--- src/rtl/mp_serial_addsub_pkg.sv ---
package mp_serial_addsub_pkg;
    typedef enum logic [1:0] {
        ST_IDLE = 2'd0,
        ST_LOW  = 2'd1,
        ST_HIGH = 2'd2,
        ST_WRAP = 2'd3
    } seq_state_t;
endpackage

--- src/rtl/byte_alu.sv ---
module byte_alu #(
    parameter int BYTE_W = 8
) (
    input  logic [BYTE_W-1:0] opa,
    input  logic [BYTE_W-1:0] opb,
    input  logic              do_sub,
    input  logic              chain_en,
    input  logic              flag_in,
    output logic [BYTE_W-1:0] sum,
    output logic              flag_out
);
    logic              chained;
    logic              cin;
    logic [BYTE_W-1:0] opb_eff;
    logic [BYTE_W:0]   wide;

    always_comb begin
        chained  = chain_en & flag_in;
        // subtraction adds the inverted operand; borrow is the inverse of carry
        cin      = do_sub ? ~chained : chained;
        opb_eff  = do_sub ? ~opb : opb;
        wide     = {1'b0, opa} + {1'b0, opb_eff} + {{BYTE_W{1'b0}}, cin};
        sum      = wide[BYTE_W-1:0];
        flag_out = do_sub ? ~wide[BYTE_W] : wide[BYTE_W];
    end
endmodule

--- src/rtl/byte_counter.sv ---
module byte_counter #(
    parameter int CNT_W = 4
) (
    input  logic             clk,
    input  logic             rst,
    input  logic             load,
    input  logic [CNT_W-1:0] load_val,
    input  logic             step,
    output logic             last
);
    localparam logic [CNT_W-1:0] ONE = {{(CNT_W-1){1'b0}}, 1'b1};

    logic [CNT_W-1:0] remain;

    always_ff @(posedge clk) begin
        if (rst)
            remain <= '0;
        else if (load)
            remain <= load_val;
        else if (step)
            remain <= remain - ONE;
    end

    assign last = (remain == ONE);
endmodule

--- src/rtl/mp_serial_addsub.sv ---
module mp_serial_addsub
    import mp_serial_addsub_pkg::*;
#(
    parameter int BYTE_W = 8,
    parameter int CNT_W  = 4
) (
    input  logic              clk,
    input  logic              rst,
    input  logic              start,
    input  logic              sub_sel,
    input  logic [CNT_W-1:0]  byte_cnt,
    input  logic              in_valid,
    input  logic [BYTE_W-1:0] a_byte,
    input  logic [BYTE_W-1:0] b_byte,
    output logic              out_valid,
    output logic [BYTE_W-1:0] out_byte,
    output logic              done,
    output logic              carry_out,
    output logic              busy
);
    seq_state_t        state, state_nx;
    logic              op_sub;
    logic              flag;
    logic              launch;
    logic              accept;
    logic              last_byte;
    logic [BYTE_W-1:0] alu_sum;
    logic              alu_flag;

    assign launch = start && (state == ST_IDLE) && (byte_cnt != '0);
    assign accept = in_valid && ((state == ST_LOW) || (state == ST_HIGH));

    byte_counter #(.CNT_W(CNT_W)) u_count (
        .clk      (clk),
        .rst      (rst),
        .load     (launch),
        .load_val (byte_cnt),
        .step     (accept),
        .last     (last_byte)
    );

    byte_alu #(.BYTE_W(BYTE_W)) u_alu (
        .opa      (a_byte),
        .opb      (b_byte),
        .do_sub   (op_sub),
        .chain_en (state == ST_HIGH),
        .flag_in  (flag),
        .sum      (alu_sum),
        .flag_out (alu_flag)
    );

    always_comb begin
        state_nx = state;
        unique case (state)
            ST_IDLE: if (launch) state_nx = ST_LOW;
            ST_LOW:  if (accept) state_nx = last_byte ? ST_WRAP : ST_HIGH;
            ST_HIGH: if (accept && last_byte) state_nx = ST_WRAP;
            ST_WRAP: state_nx = ST_IDLE;
            default: state_nx = ST_IDLE;
        endcase
    end

    always_ff @(posedge clk) begin
        if (rst)
            state <= ST_IDLE;
        else
            state <= state_nx;
    end

    always_ff @(posedge clk) begin
        if (rst) begin
            op_sub    <= 1'b0;
            flag      <= 1'b0;
            out_valid <= 1'b0;
            out_byte  <= '0;
            done      <= 1'b0;
        end else begin
            out_valid <= accept;
            done      <= (state == ST_WRAP);
            if (launch)
                op_sub <= sub_sel;
            if (accept) begin
                out_byte <= alu_sum;
                flag     <= alu_flag;
            end
        end
    end

    assign carry_out = flag;
    assign busy      = (state != ST_IDLE);
endmodule

--- config.mk ---
export PLATFORM = sky130hd
export DESIGN_NAME = mp_serial_addsub
export DESIGN_NICKNAME = d
export VERILOG_FILES = /design/src/rtl/mp_serial_addsub_pkg.sv /design/src/rtl/byte_alu.sv /design/src/rtl/byte_counter.sv /design/src/rtl/mp_serial_addsub.sv
export SDC_FILE = /design/constraint.sdc
export NUM_CORES = 1
export LEC_CHECK = 0
export BUFFER_PORTS_ARGS = -buffer_cell sky130_fd_sc_hd__buf_2
export CAP_MARGIN = 10
export CORE_UTILIZATION = 36
export CTS_CLUSTER_DIAMETER = 150
export CTS_CLUSTER_SIZE = 30
export DETAILED_ROUTE_END_ITERATION = 7
export GPL_ROUTABILITY_DRIVEN = 0
export HOLD_SLACK_MARGIN = 0.08
export SETUP_SLACK_MARGIN = 0.4
export SLEW_MARGIN = 30
export SYNTH_ARGS = -nofsm -noshare
export SYNTH_HDL_FRONTEND = slang
export SYNTH_SLANG_ARGS = --single-unit
--- constraint.sdc ---
create_clock -name clk -period 2.7 [get_ports clk]
set_clock_uncertainty 0.05 [all_clocks]
set_input_delay 0.54 -clock clk [delete_from_list [all_inputs] [get_ports clk]]
set_output_delay 0.54 -clock clk [all_outputs]
set_load 0.05 [all_outputs]
==> results of run 1 <==
==> power groups by stage <==
stage / registers [mW] / clock network (mW) / logic, mW
after floorplan: 0.555 / 0 / 0.576
after global placement: 0.406 / 0 / 0.885
after detailed placement: 0.411 / 0 / 0.907
after CTS: 0.421 / 0.171 / 0.960
after global routing: 0.432 / 0.185 / 1.08
final: 0.419 / 0.165 / 0.988
==> cells in the mapped netlist (all sizes together) <==
library cell	instances	area, um^2
a211oi	5	37.5
a21o	3	22.5
a21oi	4	20.0
a221oi	1	15.0
a22oi	1	21.3
a311o	1	10.0
a311oi	1	8.76
a31oi	2	12.5
a32oi	3	26.3
and2	1	6.26
and3	2	12.5
and4	1	8.76
buf	2	12.5
clkbuf	3	11.3
dfxtp	18	360
fa	2	40.0
ha	14	175
inv	9	33.8
mux2i	2	20.0
nand2	8	30.0
nand3	3	27.5
nor2	18	67.6
nor2b	4	25.0
nor3	1	5.00
nor4	2	12.5
nor4b	2	17.5
o211a	1	10.0
o21a	3	22.5
o21ai	4	20.0
o221ai	1	8.76
o31a	1	8.76
o31ai	1	7.51
or4	2	18.8
xnor2	5	43.8
xor2	10	87.6
==> stage by stage <==
stage	instances	area [um^2]	utilization [%]
final	228	1640	48.6
after global routing	228	1640	48.6
after CTS	226	1610	47.8
after detailed placement	219	1500	44.5
after global placement	219	1500	44.5
after floorplan	141	1280	-
==> cells by family (layout without fill, tap and decap cells) <==
kind of cell    count (synthesis)  after routing  share of synthesized area, %
xor+xnor                       15             15                          10.4
flops                          18             18                          28.4
mux                             2              2                          1.58
simple gates                   44             44                          18.3
fa+ha+maj                      16             16                          17.0
compound gates                 32             32                          19.8
buf+inv                        14             55                          4.54
==> routing by layer <==
| layer | track usage [%] | share of wire [%] | up-vias |
|---|---|---|---|
| met3 | 2.73 | 4.1 | 6 |
| met5 | 0 | 0 | - |
| met1 | 20.0 | 42 | 532 |
| li1 | - | - | 584 |
| met2 | 30.1 | 51 | 35 |
| met4 | 8.57 | 2.3 | 0 |
==> sequential cells by signal (all words and copies together), names as in the netlist <==
register        flops
carry_out           1
done                1
op_sub              1
out_byte            8
out_valid           1
state               2
u_count.remain      4
==> timing repair <==
item | 4_1_cts | 5_1_grt
setup buffers | 3 | 2
endpoints found under the hold margin | 0 | 0
endpoints found under the setup margin | 4 | 7
gates resized for setup | 14 | 3
cloned | 0 | 0
pin swaps | 10 | 6
==> layout make-up <==
cell class              count  area (um^2)
fillers                   352         1730
multi-input cells         109          906
flip-flops and latches     18          370
repair buffers             42          229
well taps                  46         57.6
clock buffers               4         36.3
inverters                   9         36.3
==> worst max-delay path by stage <==
stage | from | endpoint | slack, ps | cells past startpoint
4_1_cts | state[0]$_SDFFE_PP0P_ | carry_out$_SDFFE_PP0P_ | 280 | 11
2_1_floorplan | state[0]$_SDFFE_PP0P_ | carry_out$_SDFFE_PP0P_ | 390 | 11
5_1_grt | state[0]$_SDFFE_PP0P_ | carry_out$_SDFFE_PP0P_ | 230 | 11
3_5_place_dp | state[0]$_SDFFE_PP0P_ | carry_out$_SDFFE_PP0P_ | 220 | 11
3_3_place_gp | b_byte[0] | carry_out$_SDFFE_PP0P_ | 320 | 9
6_report | state[0]$_SDFFE_PP0P_ | out_byte[4]$_SDFFE_PP0P_ | 370 | 12
==> worst max-delay path: stages, from the launching register on <==
cell and delay (ps):
sky130_fd_sc_hd__dfxtp_4 370, sky130_fd_sc_hd__inv_4 60, sky130_fd_sc_hd__ha_4 130, sky130_fd_sc_hd__nand2_4 50
sky130_fd_sc_hd__xor2_2 150, sky130_fd_sc_hd__fa_2 350, sky130_fd_sc_hd__fa_2 370, sky130_fd_sc_hd__nor2b_4 130
sky130_fd_sc_hd__buf_4 120, sky130_fd_sc_hd__o21a_1 110, sky130_fd_sc_hd__nor2_1 50, sky130_fd_sc_hd__xnor2_1 140
sky130_fd_sc_hd__a21o_1 160
==> placed cells by master, fill, tap and decap left out, types with 2 or more instances in the layout <==
cell type,count
sky130_fd_sc_hd__buf_2,36
sky130_fd_sc_hd__nor2_1,18
sky130_fd_sc_hd__dfxtp_1,14
sky130_fd_sc_hd__ha_1,13
sky130_fd_sc_hd__inv_1,8
sky130_fd_sc_hd__xor2_1,8
sky130_fd_sc_hd__nand2_1,6
sky130_fd_sc_hd__xnor2_1,5
sky130_fd_sc_hd__a211oi_1,5
sky130_fd_sc_hd__buf_4,5
sky130_fd_sc_hd__a21oi_1,4
sky130_fd_sc_hd__nor2b_1,3
sky130_fd_sc_hd__o21a_1,3
sky130_fd_sc_hd__a21o_1,3
sky130_fd_sc_hd__a32oi_1,3
sky130_fd_sc_hd__clkbuf_4,3
sky130_fd_sc_hd__xor2_2,2
sky130_fd_sc_hd__o21ai_1,2
sky130_fd_sc_hd__nor4b_1,2
sky130_fd_sc_hd__a31oi_1,2
sky130_fd_sc_hd__nand3_1,2
sky130_fd_sc_hd__and3_1,2
sky130_fd_sc_hd__o21ai_0,2
sky130_fd_sc_hd__mux2i_1,2
sky130_fd_sc_hd__nor4_1,2
sky130_fd_sc_hd__fa_2,2
sky130_fd_sc_hd__dfxtp_2,2
sky130_fd_sc_hd__dfxtp_4,2
==> metrics.md, run 1 <==
| Metric | Value |
|---|---|
| Status | `completed` |
| Endpoint of the lowest-slack register-to-register path | `out_byte[4]$_SDFFE_PP0P_` |
| Setup slack, reg-to-reg | `370 ps` |
| Core Box Area | `3360 um^2` |
| Hold path start | `out_byte[2]$_SDFFE_PP0P_` |
| DRC violation count after routing | `0` |
| Flip-flop and latch count after synthesis | `18` |
| Overall power of the completed layout | `1.57 mW` |
| Peak supply drop | `240 uV` |
| Growth of design area from synthesis to finish | `29.0%` |
| TritonCTS clock tree | `built` |
| Clk sink count | `18` |
| Transition time of the tightest slew-check pin | `361 ps` |
| Number of buffers inserted by hold repair at cts | `0` |
| Worst Hold Depth | `2` |
| Total global-route track usage | `17.1%` |
| Worst hold path endpoint | `out_byte[2]$_SDFFE_PP0P_` |
| Die area | `3760 um^2` |
| Synth Instances | `141` |
| Detailed-route vias per instance | `5.07` |
| Fraction of power spent switching nets | `48.3%` |
| Worst reg2reg path depth | `12` |
| Net count after synthesis | `182` |
| Number of nets with antenna violations after routing | `0` |
| Total vias in the final route | `1157` |
| Die outline width | `61.3 um` |
| Global-route wire length before repair | `4730 um` |
| Max-slew violation count | `0` |
| I/O Buffers | `36` |
| Number of top-level design ports | `37` |
| Clk slew on worst S/H paths | `110 ps` |
| CP Data Required Time | `2850 ps` |
| Post-Syn Area | `1270 um^2` |
| Relative contribution of the clock network to total power | `10.5%` |
| Count of maximum capacitance violations | `0` |
| Setup WS post-layout | `372 ps` |
| Average size of a mapped cell | `8.99 um^2` |
| Reg-to-reg critical path startpoint | `state[0]$_SDFFE_PP0P_` |
| Sequential share of the synthesized area | `28.4%` |
| Leakage power total | `0.793 nW` |
| Vias in the first global route | `1104` |
| WL per Instance | `12.9 um` |
| Timing-limited maximum frequency | `0.430 GHz` |
| Maximum level of the CTS H-tree | `1` |
| Clock Tree Buf Depth | `2` |
| Yosys warnings | `0` |
| Kind of critical path | `reg2reg` |
| Half-perimeter wire length after placement | `2190 um` |
| Number of distinct library cells after synthesis | `39` |
| Final Hold Slack | `443 ps` |
| Internal power consumption | `812 uW` |
| Fraction of layout cells with a size suffix above 1 | `35.7%` |
| Maximum fanout along the worst path | `2` |
| Std cell rows | `21` |
| Final hold viol count | `0` |
| Period minus WS final | `2330 ps` |
| Height of the chip | `61.3 um` |
| Data arrival time of the critical path | `2470 ps` |
| Largest net degree at the start of global routing | `20` |
| Sequential fraction of design power | `26.7%` |
| Critical path endpoint category | `register` |
| Setup repair after global routing missed its margin | `true` |
| Number of nets in the final layout | `224` |
| Worst Setup Slack post-DPL | `223 ps` |
| Net switching power | `760 uW` |
| Pwr Density | `961 nW/um^2` |
| Total length of routed wires | `2940 um` |
| Post-Route Setup TNS | `0 ps` |
| Root buffer cell | `sky130_fd_sc_hd__clkbuf_4` |
| Relative max-transition margin | `75.9%` |
| Crit start category | `register` |
| Starting DRT DRC Count | `41` |
| Class of the worst hold path | `reg2reg` |
| Clock latency on the worst-skew pair | `290 ps` |
| Fraction of the cycle the final worst path needs | `86.2%` |
| Starting utilization of the core area | `37.7%` |
| Number of antenna repair diodes | `0` |
| Overflow after GRT | `0` |
| Number of setup violations in the final report | `0` |
| 1st-pass router iterations | `4` |
| Antenna violations before repair | `0` |
| Number of buffers created by CTS | `3` |
| Fraction of power consumed by combinational cells | `62.8%` |
Note: power is estimated with default switching activity, not from simulation.
==> run 2: changes to the inputs <==
--- a/config.mk
+++ b/config.mk
@@ -7,12 +7,13 @@
 export LEC_CHECK = 0
 export BUFFER_PORTS_ARGS = -buffer_cell sky130_fd_sc_hd__buf_2
 export CAP_MARGIN = 10
-export CORE_UTILIZATION = 36
+export CORE_UTILIZATION = 51
 export CTS_CLUSTER_DIAMETER = 150
 export CTS_CLUSTER_SIZE = 30
 export DETAILED_ROUTE_END_ITERATION = 7
 export GPL_ROUTABILITY_DRIVEN = 0
 export HOLD_SLACK_MARGIN = 0.08
+export PLACE_DENSITY = 0.79
 export SETUP_SLACK_MARGIN = 0.4
 export SLEW_MARGIN = 30
 export SYNTH_ARGS = -nofsm -noshare
==> run 2 against run 1 <==
Total power fell by 1.4%. Combinational power down 3.0%. Setup slack improved by 24 ps. Critical path type unchanged. Highest routed layer unchanged.
==> metrics.md, run 2 (same netlist as run 1, synthesis figures left out) <==
| Metric | Value |
|---|---|
| Transition time of the tightest slew-check pin | `379 ps` |
| Height of the chip | `51.9 um` |
| Reg area | `373 um^2` |
| Count of maximum capacitance violations | `0` |
| Biggest register | `out_byte` |
| Antenna violations before repair | `0` |
| Crit start category | `register` |
| Final Hold Slack | `425 ps` |
| Pwr Density | `970 nW/um^2` |
| Sequence of cells on the critical path | `inv_4 -> ha_4 -> nand2_4 -> xor2_2 -> fa_2 -> fa_2 -> nor2b_4 -> o31ai_2 -> a31oi_1 -> xnor2_1 -> a211oi_1` |
| Total length of routed wires | `2770 um` |
| Maximum fanout along the worst path | `3` |
| Root buffer cell | `sky130_fd_sc_hd__clkbuf_4` |
| Core Box Area | `2280 um^2` |
| Overflow after GRT | `0` |
| Die area | `2690 um^2` |
| Peak supply drop | `717 uV` |
| I/O Buffers | `36` |
| Fraction of the cycle the final worst path needs | `85.4%` |
| Critical path endpoint category | `register` |
| Number of top-level design ports | `37` |
| Starting utilization of the core area | `55.7%` |
| Detailed-route vias per instance | `5.60` |
| Vias in the first global route | `1138` |
| Data arrival time of the critical path | `2470 ps` |
| Maximum level of the CTS H-tree | `1` |
| Most used cells in the layout excluding fill and tap cells | `sky130_fd_sc_hd__buf_2 (36), sky130_fd_sc_hd__nor2_1 (18), sky130_fd_sc_hd__dfxtp_1 (14)` |
| TritonCTS clock tree | `built` |
| Final hold viol count | `0` |
| Crit path buf inv count | `1` |
| Slowest cell on crit path | `sky130_fd_sc_hd__dfxtp_4` |
| Max-slew violation count | `0` |
| Delay contributed by the slowest stage of the critical path | `370 ps` |
| Relative max-transition margin | `74.8%` |
| Die outline width | `51.9 um` |
| Clock Tree Buf Depth | `2` |
| Number of nets with antenna violations after routing | `0` |
| Multi-input gate area | `908 um^2` |
| WL per Instance | `13.3 um` |
| Clk slew on worst S/H paths | `110 ps` |
| Total vias in the final route | `1165` |
| Largest net degree at the start of global routing | `20` |
| Global-route wire length before repair | `4650 um` |
| Status | `completed` |
| Largest register FFs | `8` |
| Starting DRT DRC Count | `19` |
| Post-Route Setup TNS | `0 ps` |
| Growth of design area from synthesis to finish | `26.2%` |
| Number of antenna repair diodes | `0` |
| Kind of critical path | `reg2reg` |
| DRC violation count after routing | `0` |
| 1st-pass router iterations | `4` |
| Half-perimeter wire length after placement | `2040 um` |
| CP Data Required Time | `2870 ps` |
| Number of nets in the final layout | `222` |
| Setup repair after global routing missed its margin | `true` |
| Std cell rows | `17` |
| Fraction of layout cells with a size suffix above 1 | `35.6%` |
| Kind of cell adding the most delay to the critical path | `adder cells` |
| Class of the worst hold path | `in2reg` |
| Registers with the most flip-flops | `out_byte x8, u_count.remain x4, state x2` |
| Most used cell along the critical path | `sky130_fd_sc_hd__fa_2` |
| Filler Cell Count | `172` |
| Number of setup violations in the final report | `0` |
| Timing-limited maximum frequency | `0.434 GHz` |
| Number of buffers created by CTS | `3` |
| Leakage power total | `0.780 nW` |
| Most common library cell in the layout ignoring fill and taps | `sky130_fd_sc_hd__buf_2` |
| Clock latency on the worst-skew pair | `300 ps` |
| Period minus WS final | `2300 ps` |
| Total global-route track usage | `23.2%` |
| Clk sink count | `18` |
==> run 2: changes by cell type in the layout (fill, tap and decap cells not counted), sizes merged <==
cell / change
buf: -2
==> run 2: power breakdown <==
part           switching [mW]  leakage [nW]  internal (mW)  total, mW
combinational           0.596         0.610          0.362      0.958
sequential             0.0658         0.150          0.355      0.421
clock                  0.0893        0.0210         0.0822      0.171
==> run 2: final timing paths <==
kind / start / end / slack, ps / cells past startpoint
min: sub_sel / op_sub$_SDFFE_PP0P_ / 430 / 3
max: state[0]$_SDFFE_PP0P_ / carry_out$_SDFFE_PP0P_ / 400 / 11
min reg2reg: out_byte[7]$_SDFFE_PP0P_ / out_byte[7]$_SDFFE_PP0P_ / 450 / 1
max reg2reg: state[0]$_SDFFE_PP0P_ / carry_out$_SDFFE_PP0P_ / 400 / 11
==> run 2: stage by stage <==
step,cell area (um^2),worst slack (ps),utilization (%),power [mW],instances
6_report,1600,396,70.3,1.55,208
5_1_grt,1600,297,70.3,1.66,208
4_1_cts,1580,322,69.4,1.53,208
3_5_place_dp,1480,251,64.8,1.30,201
3_3_place_gp,1480,320,64.8,1.28,201
2_1_floorplan,1280,390,-,1.13,141
==> run 2: cell type report <==
type	instances	area share (%)
timing repair buffer	40	13.1
sequential	18	23.3
tap	28	2.19
inverter	9	2.27
clock buffer	4	2.27
multi-input combinational	109	56.8
==> run 2: timing repair <==
action | in CTS | in global routing
gates resized for setup | 13 | 5
pin swaps | 9 | 6
setup buffers | 3 | 0
hold buffers | 0 | 0
endpoints found under the setup margin | 4 | 7
==> run 2: worst reg2reg max path: stages (launching register included) <==
cell and delay [ps]:
sky130_fd_sc_hd__dfxtp_4 370, sky130_fd_sc_hd__inv_4 50, sky130_fd_sc_hd__ha_4 130, sky130_fd_sc_hd__nand2_4 50
sky130_fd_sc_hd__xor2_2 140, sky130_fd_sc_hd__fa_2 360, sky130_fd_sc_hd__fa_2 370, sky130_fd_sc_hd__nor2b_4 150
sky130_fd_sc_hd__o31ai_2 90, sky130_fd_sc_hd__a31oi_1 210, sky130_fd_sc_hd__xnor2_1 80, sky130_fd_sc_hd__a211oi_1 180
==> run 2: metal layers <==
metal	routed length [um]	global-route usage (%)	share of wire [%]
met1	1180	26.1	43
met2	1420	41.7	51
met3	95	3.51	3.4
met4	75	11.7	2.7
met5	0	0	0
